==> config.mk <==
export PLATFORM = sky130hd
export DESIGN_NAME = updown_capture_timer
export DESIGN_NICKNAME = d
export VERILOG_FILES = /design/src/rtl/updown_capture_timer.sv
export SDC_FILE = /design/constraint.sdc
export NUM_CORES = 1
export LEC_CHECK = 0
export ABC_CLOCK_PERIOD_IN_PS = 3150
export BUFFER_PORTS_ARGS = -buffer_cell sky130_fd_sc_hd__clkbuf_2
export CORE_MARGIN = 2
export CORE_UTILIZATION = 53
export CTS_CLUSTER_SIZE = 40
export DETAILED_ROUTE_END_ITERATION = 10
export PLACE_DENSITY = 0.88
export SLEW_MARGIN = 0
export SYNTH_ARGS = -nofsm -noshare
export SYNTH_HDL_FRONTEND = slang
export SYNTH_SLANG_ARGS = --single-unit
==> constraint.sdc <==
create_clock -name clk -period 3.15 [get_ports clk]
set_input_delay 0.63 -clock clk [delete_from_list [all_inputs] [get_ports clk]]
set_output_delay 0.63 -clock clk [all_outputs]
set_load 0.1 [all_outputs]
==> src/rtl/updown_capture_timer.sv <==
module updown_capture_timer #(
  parameter int W = 16
) (
  input  logic         clk,
  input  logic         rst_n,
  input  logic         mc_tick,
  input  logic         cnt_pin,
  input  logic         trig_pin,
  input  logic         ctl_we,
  input  logic [4:0]   ctl_wdata,
  output logic [4:0]   ctl_q,
  input  logic         cnt_we,
  input  logic [W-1:0] cnt_wdata,
  output logic [W-1:0] cnt_q,
  input  logic         rld_we,
  input  logic [W-1:0] rld_wdata,
  output logic [W-1:0] rld_q,
  input  logic [1:0]   flag_clr,
  output logic         ovf_flag,
  output logic         ext_flag,
  output logic         irq
);
  localparam logic [W-1:0] ONE  = W'(1);
  localparam logic [W-1:0] TOPV = '1;

  logic [2:0] cp_sh, tp_sh;
  logic cnt_fall, trg_fall, run, evt, capm, exen, ud, up, step, trg_ev, wrap;
  logic [W-1:0] cnt_n;

  always_ff @(posedge clk) begin
    if (!rst_n) begin
      cp_sh <= '0;
      tp_sh <= '0;
    end else if (mc_tick) begin
      cp_sh <= {cp_sh[1:0], cnt_pin};
      tp_sh <= {tp_sh[1:0], trig_pin};
    end
  end

  assign cnt_fall = cp_sh[2] & ~cp_sh[1];
  assign trg_fall = tp_sh[2] & ~tp_sh[1];
  assign run  = ctl_q[0];
  assign evt  = ctl_q[1];
  assign capm = ctl_q[2];
  assign exen = ctl_q[3];
  assign ud   = ~capm & ctl_q[4];
  assign up   = ~ud | tp_sh[1];
  assign step = mc_tick & run & (evt ? cnt_fall : 1'b1);
  assign trg_ev = mc_tick & exen & trg_fall & ~ud;
  assign wrap = step & (up ? (cnt_q == TOPV) : (cnt_q == rld_q));
  assign irq  = ovf_flag | (ext_flag & ~ud);

  always_comb begin
    cnt_n = cnt_q;
    if (step) cnt_n = up ? cnt_q + ONE : cnt_q - ONE;
    if (wrap && !capm) cnt_n = up ? rld_q : TOPV;
    if (trg_ev && !capm) cnt_n = rld_q;
    if (cnt_we) cnt_n = cnt_wdata;
  end

  always_ff @(posedge clk) begin
    if (!rst_n) begin
      ctl_q    <= '0;
      cnt_q    <= '0;
      rld_q    <= '0;
      ovf_flag <= 1'b0;
      ext_flag <= 1'b0;
    end else begin
      if (ctl_we) ctl_q <= ctl_wdata;
      cnt_q <= cnt_n;
      if (rld_we) rld_q <= rld_wdata;
      else if (trg_ev && capm) rld_q <= cnt_q;
      if (wrap) ovf_flag <= 1'b1;
      else if (flag_clr[0]) ovf_flag <= 1'b0;
      if (ud && wrap) ext_flag <= ~ext_flag;
      else if (trg_ev) ext_flag <= 1'b1;
      else if (flag_clr[1]) ext_flag <= 1'b0;
    end
  end


  count_hold_chk: assert property (@(posedge clk) disable iff (!rst_n)
    (!mc_tick && !cnt_we) |=> $stable(cnt_q));


  cap_wrap_chk: assert property (@(posedge clk) disable iff (!rst_n)
    (mc_tick && run && !evt && capm && !cnt_we && cnt_q == TOPV) |=> (ovf_flag && cnt_q == '0));


  capture_copy_chk: assert property (@(posedge clk) disable iff (!rst_n)
    (mc_tick && capm && exen && tp_sh[2] && !tp_sh[1] && !rld_we) |=> (rld_q == $past(cnt_q) && ext_flag));


  underflow_chk: assert property (@(posedge clk) disable iff (!rst_n)
    (mc_tick && run && !evt && ud && !tp_sh[1] && !cnt_we && cnt_q == rld_q) |=> (cnt_q == TOPV && ovf_flag));


  toggle_chk: assert property (@(posedge clk) disable iff (!rst_n)
    (mc_tick && run && !evt && ud && !tp_sh[1] && !cnt_we && cnt_q == rld_q) |=> (ext_flag != $past(ext_flag)));


  sticky_chk: assert property (@(posedge clk) disable iff (!rst_n)
    (ovf_flag && !flag_clr[0]) |=> ovf_flag);
endmodule

-- Word-level counts from Yosys, hierarchy flattened
Index checks and enable logic that the tools add are counted.
- bits in read-only memories: 0
- bits in registers: 45
- latch bits: 0
- RAM bits: 0
- output and inout port bits: 40
- memories kept: 0
- word-level logic and storage cells: 52
- input port bits: 47
- reduce and logical (&&, ||, !) cells: 9
- equality and inequality tests: 2
- add/sub/neg operators: 2
- bitwise gates (word level): 17
- multiplexer cells: 15
- magnitude comparators: 0
- $mul: 0
- shift operators: 0
- divide/modulo/power cells: 0
- operator list (operator ; number):
    $mux W16 ; 8
    $add A16 B1 Y16 const B ; 1
    $eq A16 B16 Y1 ; 1
    $eq A16 B16 Y1 const B ; 1
    $sub A16 B1 Y16 const B ; 1
    $and A1 B1 Y1 ; 10
    $mux W1 ; 7
    $not A1 Y1 ; 5
    $logic_and A1 B1 Y1 ; 4
    $reduce_bool A2 Y1 ; 2
    $reduce_bool A4 Y1 ; 1
    $reduce_bool A3 Y1 ; 1
    $or A1 B1 Y1 ; 2
    $logic_not A1 Y1 ; 1

-- Logic depth before layout (Yosys ltp)
Gate-level depths: netlist of the first run.
- depth after elaboration: 10
- gate-level depth with buffers: 12
- mapped depth without buffers: 10

-- Least setup slack after synthesis of the first run
Ideal clock, no wire load.
- path kind: reg2reg
- from: register ctl_q[4]
- to: register cnt_q[14]
- arrival time: 3420 ps
- path buffers: 1
- slack: -401 ps
- stages on the path, launching flop included: 12
- data required time: 3018 ps
- library setup time: 132 ps
- clock period less this slack: 3551 ps
- cell sequence: dfxtp_1 -> nor3b_1 -> clkbuf_1 -> xnor2_1 -> ha_1 -> or4_1 -> o21ai_0 -> nor2b_1 -> o31ai_1 -> xor2_1 -> o22ai_1 -> o21ai_1
- cells in the longest elaborated chain, start to end: 9
- elaborated cells on any way between the ends: 15
- classes of those cells: mux: 7; bitwise: 5; reduce/logical: 3
- ends and longest elaborated chain (item ; RTL line ; RTL):
    start: declaration ; 11 ; output logic [4:0] ctl_q,
    start signal: assignment ; 69 ; if (ctl_we) ctl_q <= ctl_wdata;
    $and A1 B1 Y1 * ; 46 ; assign ud = ~capm & ctl_q[4];
    $not A1 Y1 * ; 47, 49 ;
    $or A1 B1 Y1 ; 47 ; assign up = ~ud | tp_sh[1];
    $mux W1 ; 50 ; assign wrap = step & (up ? (cnt_q == TOPV) : (cnt_q == rld_q));
    $and A1 B1 Y1 ; 50 ;
    $logic_and A1 B1 Y1 ; 56 ; if (wrap && !capm) cnt_n = up ? rld_q : TOPV;
    $mux W16 ; 56 ;
    $mux W16 ; 57 ; if (trg_ev && !capm) cnt_n = rld_q;
    $mux W16 ; 58 ; if (cnt_we) cnt_n = cnt_wdata;
    end signal: assignment ; 70 ; cnt_q <= cnt_n;
    end: declaration ; 14 ; output logic [W-1:0] cnt_q,
Every way passes the cells marked *; elsewhere a longest branch is shown, timed or not. The select of a mux whose other input is x is not followed.
A chain may end at the register's enable or synchronous reset.

-- Worst setup path after layout of the first run
- from: register tp_sh[1]
- to: register cnt_q[5]
- cells in the longest elaborated chain, start to end: 7
- elaborated cells on any way between the ends: 16
- classes of those cells: mux: 7; bitwise: 6; reduce/logical: 3
- ends and longest elaborated chain (item ; RTL line ; RTL):
    start: declaration ; 26 ; logic [2:0] cp_sh, tp_sh;
    start signal: assignment ; 36 ; tp_sh <= {tp_sh[1:0], trig_pin};
    $or A1 B1 Y1 or $not A1 Y1 (tied branches) ; 47, 41 ;
    $mux W1 or $and A1 B1 Y1 (tied branches) ; 50, 41 ;
    $and A1 B1 Y1, on equally long branches ; 50, 49 ;
    $logic_and A1 B1 Y1 or $and A1 B1 Y1 (tied branches) ; 56, 49 ;
    $mux W16 or $logic_and A1 B1 Y1 (tied branches) ; 56, 57 ;
    $mux W16 ; 57 ;
    $mux W16 ; 58 ;
Several ways; a longest one is shown, not always the timed one. The select of a mux whose other input is x is not followed.

==> results.toml, run 1 <==
[global_routing]
grt.total_usage_pct = 31.7
grt_overflow = 0
first_global_vias = 3143
met2_usage_pct = 48.4
grt_pass1_wl_mm = 15.8
top_usage_layer = "met2"
grt_max_degree = 44
use_met3_pct = 9.33
grtUsageMet1_pct = 42.5
antenna_found_initial = 0

[clock_tree]
post_cts_buffers = 0
cts_buffer_depth = 2
root_buffer = "clkbuf_8"
ctsResizeCount = 0
cts_tree = "yes"
clkTransAtPathRegs_ps = 90
cts_made_buffers = 5
clk_latency_ps = 310
cts_hold_buffers = 0
cts_htree_levels = 2
clock-sinks = 45

[die]
die_h_um = 80.1
fp-row-count = 27
core_area_mm2 = 0.00554
dieArea_mm2 = 0.00641
io_pins = 87
chipWidth_um = 80.1
start_util_pct = 55.4

[synth]
synth_xor_xnor_area_share_pct = 4.57
synth_fa_ha_area_share_pct = 0.408
synth_fp_nets = 469
synth-compound-area-share_pct = 23.4
synth.avg_cell_area_um2 = 7.29
synthSimpleGateAreaFrac_pct = 29.9
ys.flop_type = "dfxtp_1"
synth_edf_count = 0
synth_top_cell_by_area = "dfxtp_1"
ys_ff_latch = 45
synth_top_area_share_pct = 29.4
synth_top_family_by_area = "simple AND/OR/NAND/NOR gates"
synth.area.mux_share_pct = 6.53
synthTopCellsByArea = "dfxtp_1 (29%), mux2i_1 (6.5%), o21ai_0 (6.2%), nand2_1 (5.5%), nor2b_1 (4.9%)"
yosysSeqAreaShare_pct = 29.4
netlist_area_mm2 = 0.00307
synth_cells = 421
ys_types = 55
ys_async_sr_fraction_pct = 0
yosysWarnings = 0

[route]
final_antenna_net_count = 0
dr.pass1.iters = 6
wl_per_cell_um = 17.5
wl_mm = 10.2
vias = 3566
drt-initial-drc-count = 565
route.detailed.drc = 0
viasPerCell = 6.16

[final_layout]
n_antenna_cell = 0
syn_to_final_growth_pct = 22.7
finalNonFillerCells = 579
fill_cells = 484
post-route-util_pct = 68.0
layout_common_cells = "clkbuf_2 (86), nand2_1 (45), o21ai_0 (38)"
layout.nets = 554
final_area_mm2 = 0.00376
drive_gt1_share_pct = 26.6
final_common_cell = "clkbuf_2"

[hold_path]
worstHoldPathType = "reg2reg"
worstHoldPathCells = 2

[timing]
tightest_slew_ps = 895
final.period_utilization_pct = 95.7
fmax_mhz = 332
timing_hold_violations_final = 0
period_minus_slack_ps = 3020
slew_violations = 0
slew_headroom_pct = 39.6
fin_setup_tns_ps = 0
setup-violations-final = 0
rsz0062_at_grt = "no"
skew_ps = 5.45

[placed_design]
port_buffers = 86
dpl.cell_count = 571
hpwlAfterDp_mm = 7.61
place_congestion = 1.02
placed_area_mm2 = 0.00366

[power_and_ir_drop]
power_density_mw_per_mm2 = 429
ir_worst_vdd_mv = 0.214
p_leak_uw = 0.00163
total_power_uw = 1620

[worst_setup_path]
critPathCaptureType = "register"
slowest_delay_ps = 570
crit_chain = "or3b_4 -> or4_1 -> or4_4 -> a21oi_1 -> a31oi_1 -> buf_4 -> o31ai_1 -> a311oi_1"
critPathTopFamily = "simple AND/OR/NAND/NOR gates"
cp.arrival_ps = 3190
start_kind = "register"
rr_worst_depth = 8
crit_path_top_delay_cell = "or4_4"
setup.worst_path.class = "reg2reg"
cp_max_fo = 11
cp.depth = 8
critical_path_buf_inv_count = 1
required_ps = 3320

[run]
maxCapViolCount = 0

[run_status]
run_status = "finished, final reports clean"
cells in the mapped netlist (all sizes together) (2+ instances only):
| library cell | number |
|---|---|
| o221ai | 4 |
| o21ai | 43 |
| nand2 | 45 |
| nor3 | 17 |
| dfxtp | 45 |
| or4 | 7 |
| clkbuf | 26 |
| xor2 | 2 |
| o21bai | 2 |
| a21o | 2 |
| xnor2 | 14 |
| a31oi | 3 |
| nor2 | 29 |
| and2 | 17 |
| mux2i | 20 |
| buf | 4 |
| o311ai | 2 |
| a21oi | 27 |
| a2111oi | 3 |
| nor4b | 2 |
| nor4 | 4 |
| or2 | 2 |
| o22ai | 9 |
| inv | 15 |
| nand4 | 3 |
| a211oi | 5 |
| nand3 | 12 |
| o31ai | 6 |
| nor2b | 24 |
| nand2b | 3 |
| or3 | 6 |
registers in the layout, indices dropped and copies added (netlist names):
signal    flops
cnt_q        16
cp_sh         3
ctl_q         5
ext_flag      1
ovf_flag      1
rld_q        16
tp_sh         3
stage by stage:
stage | setup WS (ps) | hold slack (ps)
final | 134 | 529
after global routing | 124 | 554
after CTS | 222 | 539
after detailed placement | 224 | 515
after global placement | 314 | 499
after floorplan | 13.0 | 482
per-layer routing:
layer  wire length, um  vias up
met5                 0        -
met4               368        0
met3              1260       46
met2              4480      270
met1              4050     1578
li1                  -     1672
worst register-to-register path: stages (launching register included):
cell and delay [ps]:
dfxtp_1 390, or3b_4 430, or4_1 530, or4_4 570
a21oi_1 210, a31oi_1 140, buf_4 220, o31ai_1 330
a311oi_1 80
kinds of logic (layout without fill, tap and decap cells):
family | after synthesis | in the layout
AND/OR/NAND/NOR | 177 | 177
AO/OA/AOI/OAI | 116 | 116
buffers and inverters | 46 | 132
flip-flops | 45 | 45
multiplexers | 20 | 20
XOR/XNOR | 16 | 16
adder cells (fa/ha/maj) | 1 | 1
layout make-up:
type,count,area [um^2],area share [%]
inverter,16,60.1,1.60
clock buffer,7,97.6,2.59
timing repair buffer,108,596,15.8
sequential,45,921,24.5
tap,72,90.1,2.39
clock inverter,1,8.76,0.233
multi-input combinational,330,1990,52.9
power breakdown:
group	switching, uW	leakage (uW)	internal (uW)	total, uW
clock network	212	0.0000536	207	419
registers	48.7	0.000376	603	652
logic	394	0.00120	152	545
final timing paths:
path / startpoint / end / slack [ps]
max reg2reg: tp_sh[1]$_SDFFE_PN0P_ / cnt_q[5]$_SDFFE_PN0P_ / 130
max: tp_sh[1]$_SDFFE_PN0P_ / cnt_q[5]$_SDFFE_PN0P_ / 130
min: cp_sh[0]$_SDFFE_PN0P_ / cp_sh[0]$_SDFFE_PN0P_ / 530
min reg2reg: cp_sh[0]$_SDFFE_PN0P_ / cp_sh[0]$_SDFFE_PN0P_ / 530
Power figures use the tool's default switching activity.
==> run 2, diff against run 1 <==
- ABC_AREA: unset -> 1
- CORE_UTILIZATION: 53 -> 55
- PLACE_DENSITY: 0.88 -> 0.89
- SLEW_MARGIN: 0 -> 20
==> run 2 against run 1 <==
  * Routed wire length rose by 27%
  * Core utilization is 1.9 points lower
  * First-iteration DRC count fell by 33%
  * Via count increased by 29%
  * Final area rose by 12%
  * Clock power up 14%
  * Clock skew is 12 ps higher
  * Highest routed layer unchanged
==> results.toml, run 2 <==
[global_routing]
antenna_found_initial = 0
grt.total_usage_pct = 36.1
grt_overflow = 0
first_global_vias = 4128
grt_pass1_wl_mm = 20.9
grt_max_degree = 36

[timing]
fin_setup_tns_ps = 0
final.period_utilization_pct = 86.4
setup-violations-final = 0
timing_hold_violations_final = 0
period_minus_slack_ps = 2720
slew_violations = 0
rsz0062_at_grt = "no"
tightest_slew_ps = 697
slew_headroom_pct = 53.5
skew_ps = 17.3
fmax_mhz = 368

[die]
fp-row-count = 29
start_util_pct = 57.2
dieArea_mm2 = 0.00731
io_pins = 87
chipWidth_um = 85.5
core_area_mm2 = 0.00639
die_h_um = 85.5

[worst_setup_path]
cp_max_fo = 35
cp.arrival_ps = 2880
reg2reg_slack_ps = 430
setup.worst_path.class = "reg2reg"
start_kind = "register"
critPathCaptureType = "register"
required_ps = 3310

[final_layout]
drive_gt1_share_pct = 16.3
layout_common_cells = "nand2_1 (215), clkbuf_2 (86), nor2_1 (73)"
seq_area_um2 = 901
layout.nets = 771
n_antenna_cell = 0
multiInputGateArea_mm2 = 0.00232
fill_cells = 650
syn_to_final_growth_pct = 15.6
finalNonFillerCells = 801
final_common_cell = "nand2_1"
reg_top3 = "cnt_q: 16 flops, rld_q: 16 flops, ctl_q: 5 flops"

[clock_tree]
clkTransAtPathRegs_ps = 110
cts_hold_buffers = 0
cts_buffer_depth = 2
cts_made_buffers = 5
cts_tree = "yes"
ctsResizeCount = 0
clock-sinks = 45
post_cts_buffers = 0
clk_latency_ps = 320
cts_htree_levels = 2
root_buffer = "clkbuf_8"

[route]
dr.pass1.iters = 6
final_antenna_net_count = 0
wl_mm = 12.9
drt-initial-drc-count = 379
viasPerCell = 5.72
route.detailed.drc = 0
wl_per_cell_um = 16.1
vias = 4583

[synth]
netlist_area_mm2 = 0.00365
ys.flop_type = "dfxtp_1"
ys_async_sr_fraction_pct = 0
synthTopCellsByArea = "dfxtp_1 (25%), nand2_1 (22%), nand3_1 (8.2%), nor2_1 (7.5%), inv_1 (7.3%)"
synth.avg_cell_area_um2 = 5.64
synth_top_area_share_pct = 24.7
synth_cells = 647
synth_top_cell_by_area = "dfxtp_1"
synth_fp_nets = 695
yosysSeqAreaShare_pct = 24.7
synth_commonest_cells = "nand2_1 (215), nor2_1 (73), inv_1 (71), nand3_1 (60)"
ys_ff_latch = 45
synth_edf_count = 0
yosysMostFrequentCell = "nand2_1"
yosysWarnings = 0
ys_types = 36

[placed_design]
port_buffers = 86
place_congestion = 0.959
hpwlAfterDp_mm = 9.92
dpl.cell_count = 793

[power_and_ir_drop]
power_density_mw_per_mm2 = 452
p_leak_uw = 0.00221
ir_worst_vdd_mv = 0.295

[hold_path]
worstHoldPathType = "reg2reg"

[run_status]
run_status = "finished, final reports clean"

[run]
maxCapViolCount = 0
[run 2: changes by cell type in the layout (fill, tap and decap cells not counted), sizes merged, moves of 10 or more]
cell and change:
nor3 -10, a21oi +18, inv +61, mux2i -20
nor2b -24, xnor2 -14, nor2 +47, buf -13
and2 -17, nand3 +51, nand2 +171
[run 2: worst paths after layout]
path	startpoint	end	cells after the start
worst max-delay path	ctl_q[2]$_SDFFE_PN0P_	cnt_q[0]$_SDFFE_PN0P_	12
worst min-delay path	cp_sh[1]$_SDFFE_PN0P_	cp_sh[2]$_SDFFE_PN0P_	2
worst max register to register	ctl_q[2]$_SDFFE_PN0P_	cnt_q[0]$_SDFFE_PN0P_	12
worst min register to register	cp_sh[1]$_SDFFE_PN0P_	cp_sh[2]$_SDFFE_PN0P_	2
[run 2: per-stage QoR]
| stage | cell area [um^2] | utilization (%) | power, uW | hold WS, ps | setup WS, ps |
|---|---|---|---|---|---|
| after floorplan | 3650 | - | 1250 | 453 | 267 |
| after global placement | 4100 | 64.2 | 1420 | 470 | 560 |
| after detailed placement | 4100 | 64.2 | 1430 | 481 | 510 |
| after CTS | 4220 | 66.1 | 1890 | 494 | 489 |
| after global routing | 4220 | 66.1 | 1990 | 524 | 208 |
| final | 4220 | 66.1 | 1910 | 493 | 429 |
[run 2: layer usage]
| layer | track usage, % | share of wire, % | up-vias |
|---|---|---|---|
| li1 | - | - | 2264 |
| met1 | 51.5 | 44 | 2060 |
| met2 | 56.3 | 45 | 241 |
| met3 | 7.00 | 9.5 | 18 |
| met4 | 8.08 | 1.2 | 0 |
| met5 | 0 | 0 | - |
[run 2: power breakdown]
part	switching [uW]	total, uW	internal (uW)
clock network	235	477	242
registers	61.1	671	610
logic	583	757	175
[run 2: final cells by class]
| type | count | share of cell area (%) |
|---|---|---|
| inverter | 76 | 6.76 |
| tap | 77 | 2.28 |
| multi-input combinational | 500 | 55.0 |
| sequential | 45 | 21.3 |
| clock buffer | 5 | 1.63 |
| timing repair buffer | 95 | 11.8 |
| clock inverter | 3 | 1.16 |
[run 2: cells by family (layout without fill, tap and decap cells)]
group	Yosys count	in the layout	synth area share (%)
AO/OA/AOI/OAI	121	121	19.1
XOR/XNOR	2	2	0.480
adder cells (fa/ha/maj)	1	1	0.343
buffers and inverters	102	179	11.7
flip-flops	45	45	24.7
AND/OR/NAND/NOR	376	376	43.7
[run 2: worst max-delay path, stage by stage, from the launching register on]
cell	delay [ps]
dfxtp_1	350
inv_2	240
nand3_4	360
o21ai_0	270
nand2_1	70
nor2_1	130
nand2_2	110
nor2_8	190
nand3_4	280
o211ai_1	290
nand3_1	100
nand2_1	80
a21oi_1	70
==> run 3, diff against run 2 <==
--- a/config.mk
+++ b/config.mk
@@ -8,10 +8,10 @@
 export ABC_AREA = 1
 export ABC_CLOCK_PERIOD_IN_PS = 3150
-export BUFFER_PORTS_ARGS = -buffer_cell sky130_fd_sc_hd__clkbuf_2
 export CORE_MARGIN = 2
-export CORE_UTILIZATION = 55
+export CORE_UTILIZATION = 65
 export CTS_CLUSTER_SIZE = 40
 export DETAILED_ROUTE_END_ITERATION = 10
-export PLACE_DENSITY = 0.89
+export DONT_BUFFER_PORTS = 1
+export PLACE_DENSITY = 0.88
 export SLEW_MARGIN = 20
 export SYNTH_ARGS = -nofsm -noshare
==> constraint.sdc (replaced) <==
create_clock -name clk -period 3.15 [get_ports clk]
set_input_delay 0.1575 -clock clk [delete_from_list [all_inputs] [get_ports clk]]
set_output_delay 0.1575 -clock clk [all_outputs]
set_load 0.1 [all_outputs]
==> run 3 against run 2 <==
  * The run now ends with negative hold slack left
  * Via count rose by 6.8%
  * Core utilization increased by 9.6 points
  * Critical path type unchanged
  * Die area is 15% lower
  * Sequential share of layout area is 0.41 points higher
  * Final area is 1.9% lower
  * Highest routed layer unchanged
  * First-iteration DRC count rose by 110%
  * Non-clock buffer count down 41
  * Total power is 0.21% lower
  * Combinational power rose by 4.2%
  * Clock skew shrank 5.0 ps
==> results.toml, run 3 (synthesis results as in run 2) <==
[die]
core_area_mm2 = 0.00547
dieArea_mm2 = 0.00623
start_util_pct = 66.7
die_h_um = 78.9
io_pins = 87
fp-row-count = 27
chipWidth_um = 78.9

[timing]
holdWs_ps = -1.72
slew_headroom_pct = 50.0
fmax_mhz = 342
rsz0062_at_grt = "no"
tightest_slew_ps = 749
timing_hold_violations_final = 3
setup-violations-final = 0
fin_setup_tns_ps = 0
period_minus_slack_ps = 2930
skew_ps = 12.3
slew_violations = 0
final.period_utilization_pct = 92.9

[worst_setup_path]
cp_max_fo = 39
critPathCaptureType = "register"
required_ps = 3310
start_kind = "register"
cp.arrival_ps = 3090
setup.worst_path.class = "reg2reg"

[final_layout]
n_antenna_cell = 0
reg_top3 = "cnt_q: 16 flops, rld_q: 16 flops, ctl_q: 5 flops"
layout.nets = 730
drive_gt1_share_pct = 9.81
layout_common_cells = "nand2_1 (215), nor2_1 (73), inv_1 (71)"
final_common_cell = "nand2_1"
syn_to_final_growth_pct = 13.4

[global_routing]
grt_pass1_wl_mm = 20.9
antenna_found_initial = 0
grt.total_usage_pct = 42.0
grt_overflow = 0
first_global_vias = 4512
grt_max_degree = 40

[power_and_ir_drop]
clock_power_share_pct = 24.4
power_density_mw_per_mm2 = 459
p_sw_share_pct = 45.8
ir_worst_vdd_mv = 0.382
total_power_uw = 1900
p_int_uw = 1030
seq_power_share_pct = 34.2
p_leak_uw = 0.00207
switchingPower_uw = 871
pwr-share-comb_pct = 41.5

[clock_tree]
clkTransAtPathRegs_ps = 100
cts_tree = "yes"
clk_latency_ps = 320
root_buffer = "clkbuf_8"
post_cts_buffers = 0
clock-sinks = 45
cts_made_buffers = 5
cts_htree_levels = 2
cts_buffer_depth = 2

[placed_design]
hpwlAfterDp_mm = 9.04
port_buffers = 0
place_congestion = 1.02

[run_status]
violations = "negative hold slack"
run_status = "complete, but fails checks"

[route]
wl_mm = 13.3
vias = 4893
drt-initial-drc-count = 787
dr.pass1.iters = 6
wl_per_cell_um = 17.7
route.detailed.drc = 0
final_antenna_net_count = 0
viasPerCell = 6.48

[run]
maxCapViolCount = 0

[hold_path]
worstHoldPathType = "in2reg"
==> run 3: cell count changes in the layout (fill, tap and decap cells not counted), sizes merged <==
cell | before | now
buf | 9 | 44
clkbuf | 91 | 5
clkinv | 1 | 2
clkinvlp | 1 | 0
dlygate4sd3 | 0 | 10
==> run 3: stage by stage <==
| stage | instance area [um^2] | worst slack [ps] | hold slack, ps | std cells | utilization (%) |
|---|---|---|---|---|---|
| after floorplan | 3650 | 267 | 247 | 647 | - |
| after global placement | 3930 | 608 | 249 | 737 | 71.8 |
| after detailed placement | 3930 | 500 | 253 | 737 | 71.8 |
| after CTS | 4120 | 471 | 0.500 | 753 | 75.3 |
| after global routing | 4140 | 76.6 | 6.95 | 755 | 75.7 |
| final | 4140 | 224 | -1.72 | 755 | 75.7 |
==> run 3: worst max-delay path, stage by stage (launching register included) <==
cell      delay, ps
dfxtp_1         340
inv_2           240
nand3_4         400
nand2_1         270
nand3_1         130
o21bai_1        420
nand2_1         130
nand2_1         150
nand2_1          90
nand2_1          60
nand2_1          80
nand3_1          90
nand2_1          60
nand2_1          50
nand2_1          60
nand2_1         120
a21oi_1          70
==> run 3: timing repair <==
item	in CTS	in global routing
endpoints found under the hold margin	21	2
resized for setup	0	0
hold buffers	8	2
==> run 3: metal layers <==
| layer | routed length [um] | global-route usage [%] |
|---|---|---|
| met5 | 0 | 0 |
| met4 | 765 | 23.4 |
| met1 | 4800 | 50.8 |
| met3 | 1860 | 12.3 |
| met2 | 5900 | 66.7 |
==> run 3: worst paths after layout <==
kind,from,to,slack (ps),cells after the start
worst max register to register,ctl_q[2]$_SDFFE_PN0P_,cnt_q[9]$_SDFFE_PN0P_,220,16
worst max-delay path,ctl_q[2]$_SDFFE_PN0P_,cnt_q[9]$_SDFFE_PN0P_,220,16
worst min register to register,rld_q[0]$_SDFFE_PN0P_,rld_q[0]$_SDFFE_PN0P_,510,2
worst min-delay path,rld_we,rld_q[4]$_SDFFE_PN0P_,-2,2
==> run 3: final cells by class <==
| class | count | area, um^2 |
|---|---|---|
| clock buffers | 5 | 68.8 |
| inverters | 76 | 285 |
| well taps | 72 | 90.1 |
| repair buffers | 54 | 430 |
| clock inverters | 3 | 43.8 |
| multi-input cells | 500 | 2320 |
| fillers | 409 | 1330 |
| flip-flops and latches | 45 | 901 |
==> run 3: power by group through the flow <==
stage / sequential [uW] / combinational [uW] / clock, uW
global route: 652 / 834 / 474
finish: 650 / 789 / 463
floorplan: 917 / 337 / 0
CTS: 645 / 756 / 454
detailed placement: 658 / 742 / 0
global placement: 656 / 730 / 0
